<file path="config.mk">
export PLATFORM = sky130hd
export DESIGN_NAME = tod_clock
export DESIGN_NICKNAME = d
export VERILOG_FILES = /design/src/rtl/tod_pkg.sv /design/src/rtl/tod_prescale.sv /design/src/rtl/tod_chain.sv /design/src/rtl/tod_alarm.sv /design/src/rtl/tod_clock.sv
export SDC_FILE = /design/constraint.sdc
export NUM_CORES = 1
export LEC_CHECK = 0
export BUFFER_PORTS_ARGS = -buffer_cell sky130_fd_sc_hd__buf_2
export CELL_PAD_IN_SITES_DETAIL_PLACEMENT = 2
export CELL_PAD_IN_SITES_GLOBAL_PLACEMENT = 2
export CORE_MARGIN = 3
export CORE_UTILIZATION = 40
export CTS_CLUSTER_SIZE = 10
export DETAILED_ROUTE_END_ITERATION = 8
export PLACE_DENSITY = 0.92
export SETUP_SLACK_MARGIN = 0.3
export SYNTH_ARGS = -nofsm -noshare
export SYNTH_HDL_FRONTEND = slang
export SYNTH_SLANG_ARGS = --single-unit
export TNS_END_PERCENT = 50
</file>
<file path="constraint.sdc">
create_clock -name clk -period 5.82 [get_ports clk]
set_input_delay 1.164 -clock clk [delete_from_list [all_inputs] [get_ports clk]]
set_output_delay 1.164 -clock clk [all_outputs]
set_load 0.05 [all_outputs]
</file>
<file path="src/rtl/tod_pkg.sv">
package tod_pkg;

  typedef struct packed {
    logic       pm;
    logic [4:0] hr;
    logic [6:0] mn;
    logic [6:0] sc;
    logic [3:0] ts;
  } tod_t;

  localparam int NUM_FIELDS = 4;

  // Next value of a 00..59 BCD field; bit 7 is the wrap flag.
  function automatic logic [7:0] bcd60_next(input logic [6:0] v);
    if (v == 7'h59)          return 8'h80;
    else if (v[3:0] == 4'h9) return {1'b0, v[6:4] + 3'd1, 4'h0};
    else                     return {1'b0, v[6:4], v[3:0] + 4'd1};
  endfunction

  // Next 12-hour BCD hour; bit 5 asks for a PM toggle.
  function automatic logic [5:0] hour_next(input logic [4:0] h);
    if (h == 5'h12)      return {1'b0, 5'h01};
    else if (h == 5'h11) return {1'b1, 5'h12};
    else if (h == 5'h09) return {1'b0, 5'h10};
    else                 return {1'b0, h + 5'd1};
  endfunction

  // Byte view of one field; idx 0 = tenths .. 3 = hour.
  function automatic logic [7:0] field_byte(input tod_t t, input logic [1:0] idx);
    case (idx)
      2'd0:    return {4'h0, t.ts};
      2'd1:    return {1'b0, t.sc};
      2'd2:    return {1'b0, t.mn};
      default: return {t.pm, 2'b00, t.hr};
    endcase
  endfunction

  // Load one byte into one field of a time value.
  function automatic tod_t field_load(input tod_t t, input logic [1:0] idx,
                                      input logic [7:0] d);
    tod_t r;
    r = t;
    case (idx)
      2'd0:    r.ts = d[3:0];
      2'd1:    r.sc = d[6:0];
      2'd2:    r.mn = d[6:0];
      default: begin r.pm = d[7]; r.hr = d[4:0]; end
    endcase
    return r;
  endfunction

endpackage

</file>
<file path="src/rtl/tod_prescale.sv">
module tod_prescale #(
  parameter int TICKS = 6
) (
  input  logic clk,
  input  logic rst_n,
  input  logic tick,
  input  logic clr,
  output logic step
);
  localparam int CW = (TICKS > 1) ? $clog2(TICKS) : 1;
  localparam logic [CW-1:0] LAST = CW'(TICKS - 1);

  logic [CW-1:0] cnt;

  assign step = tick & ~clr & (cnt == LAST);

  always_ff @(posedge clk) begin
    if (!rst_n || clr)   cnt <= '0;
    else if (tick)       cnt <= (cnt == LAST) ? '0 : cnt + 1'b1;
  end

  assert_cnt_range_R2: assert property (@(posedge clk) disable iff (!rst_n)
    cnt <= LAST);
  assert_clr_empties_R7: assert property (@(posedge clk) disable iff (!rst_n)
    clr |=> (cnt == '0));
endmodule

</file>
<file path="src/rtl/tod_chain.sv">
module tod_chain
  import tod_pkg::*;
(
  input  logic                  clk,
  input  logic                  rst_n,
  input  logic                  step,
  input  logic [NUM_FIELDS-1:0] ld_en,
  input  logic [7:0]            ld_data,
  output tod_t                  now
);
  logic [7:0] sc_nx, mn_nx;
  logic [5:0] hr_nx;
  logic       ts_wrap, sc_wrap, mn_wrap;
  tod_t       stepped, loaded;

  always_comb begin
    sc_nx   = bcd60_next(now.sc);
    mn_nx   = bcd60_next(now.mn);
    hr_nx   = hour_next(now.hr);
    ts_wrap = (now.ts == 4'h9);
    sc_wrap = ts_wrap & sc_nx[7];
    mn_wrap = sc_wrap & mn_nx[7];
    stepped = now;
    stepped.ts = ts_wrap ? 4'h0 : now.ts + 4'd1;
    if (ts_wrap) stepped.sc = sc_nx[6:0];
    if (sc_wrap) stepped.mn = mn_nx[6:0];
    if (mn_wrap) begin
      stepped.hr = hr_nx[4:0];
      stepped.pm = now.pm ^ hr_nx[5];
    end
    loaded = now;
    for (int i = 0; i < NUM_FIELDS; i++)
      if (ld_en[i]) loaded = field_load(loaded, 2'(i), ld_data);
  end

  always_ff @(posedge clk) begin
    if (!rst_n)      now <= '{pm: 1'b0, hr: 5'h12, mn: 7'h00, sc: 7'h00, ts: 4'h0};
    else if (|ld_en) now <= loaded;
    else if (step)   now <= stepped;
  end

  assert_step_moves_R2: assert property (@(posedge clk) disable iff (!rst_n)
    (step && ld_en == '0) |=> (now.ts != $past(now.ts)));
  assert_bcd_digits_R3: assert property (@(posedge clk) disable iff (!rst_n)
    (ld_en == '0 && $past(ld_en) == '0) |-> (now.ts <= 4'h9 && now.sc[3:0] <= 4'h9 &&
      now.mn[3:0] <= 4'h9 && now.sc[6:4] <= 3'h5 && now.mn[6:4] <= 3'h5));
  assert_pm_flip_R5: assert property (@(posedge clk) disable iff (!rst_n)
    (ld_en == '0 && $past(ld_en) == '0 && now.pm != $past(now.pm)) |-> (now.hr == 5'h12));
endmodule

</file>
<file path="src/rtl/tod_alarm.sv">
module tod_alarm
  import tod_pkg::*;
(
  input  logic                  clk,
  input  logic                  rst_n,
  input  logic [NUM_FIELDS-1:0] ld_en,
  input  logic [7:0]            ld_data,
  input  tod_t                  now,
  output logic                  evt
);
  tod_t al, al_nx;
  logic eq, eq_q;

  always_comb begin
    al_nx = al;
    for (int i = 0; i < NUM_FIELDS; i++)
      if (ld_en[i]) al_nx = field_load(al_nx, 2'(i), ld_data);
  end

  assign eq  = (now == al);
  assign evt = eq & ~eq_q;

  always_ff @(posedge clk) begin
    if (!rst_n) begin
      al   <= '0;
      eq_q <= 1'b0;
    end else begin
      al   <= al_nx;
      eq_q <= eq;
    end
  end

  assert_evt_single_R9: assert property (@(posedge clk) disable iff (!rst_n)
    evt |=> !evt);
endmodule

</file>
<file path="src/rtl/tod_clock.sv">
module tod_clock
  import tod_pkg::*;
#(
  parameter int TICKS_PER_TENTH = 6
) (
  input  logic       clk,
  input  logic       rst_n,
  input  logic       tick,
  input  logic       alarm_sel,
  input  logic       rd,
  input  logic       wr,
  input  logic [3:0] addr,
  input  logic [7:0] wdata,
  output logic [7:0] rdata,
  output logic       alarm_evt
);
  localparam logic [1:0] IDX_TS = 2'd0;
  localparam logic [1:0] IDX_HR = 2'd3;

  logic                  in_win;
  logic [1:0]            idx;
  logic [NUM_FIELDS-1:0] wr_time, wr_alarm;
  logic                  halt, pre_clr, step;
  logic                  rd_hr, rd_ts;
  logic                  snap_v;
  tod_t                  now, snap_q, view;

  assign in_win = (addr[3:2] == 2'b10);
  assign idx    = addr[1:0];

  always_comb begin
    for (int i = 0; i < NUM_FIELDS; i++) begin
      wr_time[i]  = wr & in_win & ~alarm_sel & (idx == 2'(i));
      wr_alarm[i] = wr & in_win &  alarm_sel & (idx == 2'(i));
    end
  end

  always_ff @(posedge clk) begin
    if (!rst_n)               halt <= 1'b0;
    else if (wr_time[IDX_HR]) halt <= 1'b1;
    else if (wr_time[IDX_TS]) halt <= 1'b0;
  end

  assign pre_clr = halt | wr_time[IDX_TS];

  tod_prescale #(.TICKS(TICKS_PER_TENTH)) u_pre (
    .clk(clk), .rst_n(rst_n), .tick(tick), .clr(pre_clr), .step(step)
  );

  tod_chain u_chain (
    .clk(clk), .rst_n(rst_n), .step(step), .ld_en(wr_time), .ld_data(wdata), .now(now)
  );

  tod_alarm u_alarm (
    .clk(clk), .rst_n(rst_n), .ld_en(wr_alarm), .ld_data(wdata), .now(now), .evt(alarm_evt)
  );

  assign rd_hr = rd & in_win & (idx == IDX_HR);
  assign rd_ts = rd & in_win & (idx == IDX_TS);

  always_ff @(posedge clk) begin
    if (!rst_n) begin
      snap_v <= 1'b0;
      snap_q <= '0;
    end else if (rd_ts) begin
      snap_v <= 1'b0;
    end else if (rd_hr && !snap_v) begin
      snap_v <= 1'b1;
      snap_q <= now;
    end
  end

  assign view  = snap_v ? snap_q : now;
  assign rdata = in_win ? field_byte(view, idx) : 8'h00;

  assert_halt_freezes_R7: assert property (@(posedge clk) disable iff (!rst_n)
    (halt && wr_time == '0) |=> $stable(now));
  assert_snap_holds_R6: assert property (@(posedge clk) disable iff (!rst_n)
    (snap_v && !rd_ts) |=> (snap_v && $stable(snap_q)));
  assert_alarm_wr_keeps_time_R8: assert property (@(posedge clk) disable iff (!rst_n)
    (wr_alarm != '0 && !step) |=> $stable(now));
  assert_outside_zero_R10: assert property (@(posedge clk) disable iff (!rst_n)
    !in_win |-> (rdata == 8'h00));
endmodule

</file>
Word-level counts from Yosys, hierarchy flattened
Index checks and enable logic that the tools add are counted.

storage, ports and cells
  logic and storage cells = 115
  input bits = 18
  register bits after elaboration = 78
  output and inout bits = 9

operators by class
  bitwise gates (word level) = 26
  reduce and logical (&&, ||, !) cells = 20
  muxes and demuxes = 27
  add/sub/neg operators = 7
  eq/ne operators = 14

operator list
  operator             number
  $mux 24              5
  $mux 18              2
  $mux 7               4
  $eq 24x24->1         1
  $mux 8               3
  $pmux 8 s3           1
  $mux 11              2
  $and 1x1->1          19
  $mux 6               3
  $eq 7x7->1 const B   2
  $add 4x1->4 const B  3
  $eq 4x4->1 const B   3
  $mux 4               3
  $eq 5x5->1 const B   2
  $reduce_bool 2->1    5
  $add 3x1->3 const B  3
  $reduce_and 2->1     4
  $eq 2x2->1 const B   3
  $reduce_and 3->1     2
  $reduce_bool 3->1    2
  $add 5x1->5 const B  1
  $eq 5x4->1 const B   1
  $mux 5               1
  $not 1->1            5
  12 further kinds     14

Longest topological paths before layout
  word-level depth = 10
  depth in mapped cells = 8
  depth with buffers taken out = 7

Hierarchy
A second synthesis with hierarchy kept.

unflattened totals
  cells, all modules = 527
  area total of the unflattened synthesis = 4525.6 um2

modules (own cells, without submodules)
  module        sequential area each (um2)  area an instance (um2)  times used  cells an instance
  tod_chain     480.5                       1634.1                  1           208
  tod_clock     520.5                       1621.6                  1           191
  tod_alarm     500.5                       1128.6                  1           114
  tod_prescale  60.1                        141.4                   1           14

Least setup slack after synthesis
No wires, ideal clock.

  kind = input-to-output
  from = input port addr[1]
  to = output port rdata[6]
  buffers on the path = 2
  stages = 5
  data required time = 4.656 ns
  path slack = 1.658 ns
  arrival time = 2.998 ns
  cells stage by stage = buf_2 -> nor2b_1 -> clkbuf_1 -> a22oi_1 -> a211oi_1

between the ends
  word-level cells in the longest chain between the ends = 3
  elaborated cells between the ends (all ways) = 5
  those cells by class = eq/ne: 2; mux: 2; reduce/logical: 1

RTL lines
  item                                      line             source
  start, declared                           tod_clock.sv:12  input logic [3:0] addr,
  $eq 2x2->1, or another cell as far along  tod_pkg.sv:30    case (idx)
  $pmux 8 s3 (*)                            tod_pkg.sv:30
  $mux 8 (*)                                tod_clock.sv:74  assign rdata = in_win ? field_byte(view, idx) : 8'h00;
  end, declared                             tod_clock.sv:14  output logic [7:0] rdata,

Every way passes the cells marked *; elsewhere a longest branch is shown, timed or not.

Final worst setup path
  from = input port addr[0]
  to = output port rdata[6]

Same word-level chain as after synthesis.

==> impl_metrics.ini <==
[synth]
synth_enable_flop_cells = 0
yosysTopAreaCell = dfxtp_1
synth.distinct_cells = 50
synth_top_area_share_pct = 36.3
synthesis.area_sq_mm = 0.00430
netlist_instances = 526
ys_seq_area_share_pct = 36.3
ys_ff_latch = 78
avgSynthCellArea_sq_um = 8.18
async_reset_ff_share_pct = 0
ys.flop_type = dfxtp_1
ys.warnings.count = 0
synth_area_leaders = dfxtp_1 (36%), nand2_1 (7.5%), a21oi_1 (6.6%)
synth_fp_nets = 555

[grt]
antenna_found_initial = 0
grt_pass1_wl_um = 24900
grt.overflow.total = 0
gr-usage-all-layers_pct = 27.9
grt_max_degree = 66
grt_pass1_vias = 4465

[finish]
area_growth_pct = 9.51
nFillCells = 1179
fin_nets = 555
drive_above_1_share_pct = 11.7
antenna_cells = 0

[flow_run]
drv_cap = 0

[clock_network]
post_cts_resized = 0
root_buffer = clkbuf_8
clk_latency_ns = 0.39
h-tree-depth = 3
cts_buffer_depth = 2
cts_setup_buffers = 0
postCtsHoldBufs = 0
clock_sinks = 78
tritoncts = built
clk_pin_slew_ns = 0.08
cts_buffers = 9

[timing]
relSlewSlack_pct = 42.0
hold_viol = 0
worst_pin_slew_ns = 0.865
rsz0062_at_grt = false
timing.final.crit_share_pct = 70.9
fmax_ghz = 0.242
period_minus_slack_ns = 4.12
slew_viol_final = 0
finalSetupViolations = 0
finClkSkew_ns = 0.0144
fin_tns_setup_ns = 0

[worst_setup_path]
cp-start-kind = input port
crit_required_ns = 4.66
crit_fanout = 22
cp.arrival_ns = 2.96
crit_path_end_kind = output pin
worstReg2RegStart = u_chain.now[11]$_SDFFE_PN0P_
timing.rr.end = u_chain.now[18]$_SDFFE_PN0P_
ff2ff_path_depth = 6
ff2ff_setup_slack_ns = 3.23
path_class = input port to output pin

[placed_design]
gp_congestion = 0.846
portBuffers = 26
hpwl_um = 10800

[power]
power_uw = 1100
leakagePower_uw = 0.00176
powerDensity_mw_per_mm2 = 234
vdd_drop_max_mv = 0.0874

[floorplan]
die_y_um = 110
pin_count = 27
start_util_pct = 41.5
coreArea_sq_mm = 0.0104
die_width_um = 110
fp-row-count = 37
die_area_sq_mm = 0.0120

[outcome]
outcome = finished, final reports clean

[min_path]
hold_path_class = flip-flop to flip-flop
worst_hold_startpoint = snap_q[23]$_SDFFE_PN0P_
hold_path_depth = 2
hold_end = snap_q[23]$_SDFFE_PN0P_

[route]
wl_um = 16000
route.detailed.drc = 0
via_count = 4079
firstDrtPassIters = 4
wl_per_cell_um = 24.0
antenna_left = 0
drt_iter0_drc = 240
vias_per_cell = 6.12
-- cells by family after synthesis --
group,count (synthesis),synth area share (%)
XOR/XNOR,27,5.50
flip-flops,78,36.3
multiplexers,37,11.3
AND/OR/NAND/NOR,199,22.2
adder cells (fa/ha/maj),11,3.20
AO/OA/AOI/OAI,123,16.8
buffers and inverters,51,4.74
-- state kept, by name (all words and copies together), names as in the netlist --
| register | flops |
|---|---|
| u_alarm.al | 24 |
| u_chain.now | 24 |
| halt | 1 |
| snap_v | 1 |
| snap_q | 24 |
| u_alarm.eq_q | 1 |
| u_pre.cnt | 3 |
-- critical path, cell delays in order --
cell,delay (ns)
buf_2,0.40
nor2b_1,0.63
a221oi_1,0.21
a211oi_1,0.25
buf_2,0.30
-- final cells by class --
class	count	area, sq um	share of cell area (%)
flip-flops and latches	78	1560	33.1
multi-input cells	397	2560	54.3
repair buffers	31	168	3.56
clock buffers	11	151	3.21
inverters	9	33.8	0.717
clock inverters	4	70.1	1.49
well taps	136	170	3.61
-- Yosys cell counts (all sizes together), types with 4 or more instances --
| cell type | n |
|---|---|
| nand2 | 86 |
| o211ai | 4 |
| inv | 9 |
| mux2i | 26 |
| nand3 | 15 |
| buf | 9 |
| nor2b | 4 |
| nor3b | 7 |
| a31oi | 4 |
| o31ai | 5 |
| mux4 | 9 |
| nand4 | 6 |
| o21ai | 26 |
| a21oi | 57 |
| a21o | 5 |
| xor2 | 8 |
| nand2b | 7 |
| clkbuf | 33 |
| a22oi | 5 |
| ha | 11 |
| nor3 | 6 |
| xnor2 | 19 |
| o21a | 4 |
| or3 | 7 |
| nand4b | 4 |
| nor2 | 41 |
| dfxtp | 78 |
-- report_power, final --
group | internal, uW | leakage, uW | switching [uW] | total, uW
sequential | 538 | 0.000629 | 10.7 | 549
combinational | 26.0 | 0.00101 | 51.8 | 77.8
clock | 261 | 0.000115 | 215 | 476
total | 826 | 0.00176 | 277 | 1100
-- how the worst max path moves through the flow --
stage	from	slack [ns]	end	cells after the start
after floorplan	addr[1]	1.66	rdata[6]	5
after global placement	addr[0]	1.90	rdata[6]	5
after detailed placement	addr[0]	1.73	rdata[6]	5
after CTS	addr[0]	1.70	rdata[6]	5
after global routing	addr[0]	1.55	rdata[6]	5
final	addr[0]	1.70	rdata[6]	5
-- placed cells by master (no fill, tap or decap), types with 4 or more instances in the layout --
cell type and n:
nand2_1 86, dfxtp_1 78, a21oi_1 57, nor2_1 41
mux2i_1 26, buf_2 26, o21ai_0 25, xnor2_1 19
nand3_1 15, ha_1 11, clkbuf_8 11, mux4_2 9
inv_1 8, xor2_1 8, nand2b_1 7, or3_1 7
nor3b_1 7, nand4_1 6, a22oi_1 5, nor3_1 5
o31ai_1 5, a21o_1 5, buf_4 5, nor2b_1 4
nand4b_1 4, o211ai_1 4, a31oi_1 4, o21a_1 4
-- metrics by stage --
step | hold WS, ns | instance area, sq um | worst slack (ns) | instances | util [%]
floorplan | 0.433 | 4300 | 1.66 | 526 | -
global placement | 0.440 | 4490 | 1.90 | 651 | 43.3
detailed placement | 0.454 | 4490 | 1.73 | 651 | 43.3
CTS | 0.465 | 4710 | 1.70 | 666 | 45.4
global route | 0.495 | 4710 | 1.55 | 666 | 45.4
finish | 0.463 | 4710 | 1.70 | 666 | 45.4
-- routing by layer --
metal	global-route usage (%)	wire length, um	part of all wire, %
met5	0	0	0
met4	13.3	624	3.9
met3	6.40	912	5.7
met2	46.7	7840	49
met1	33.8	6590	41
(Power assumes the default switching activity.)
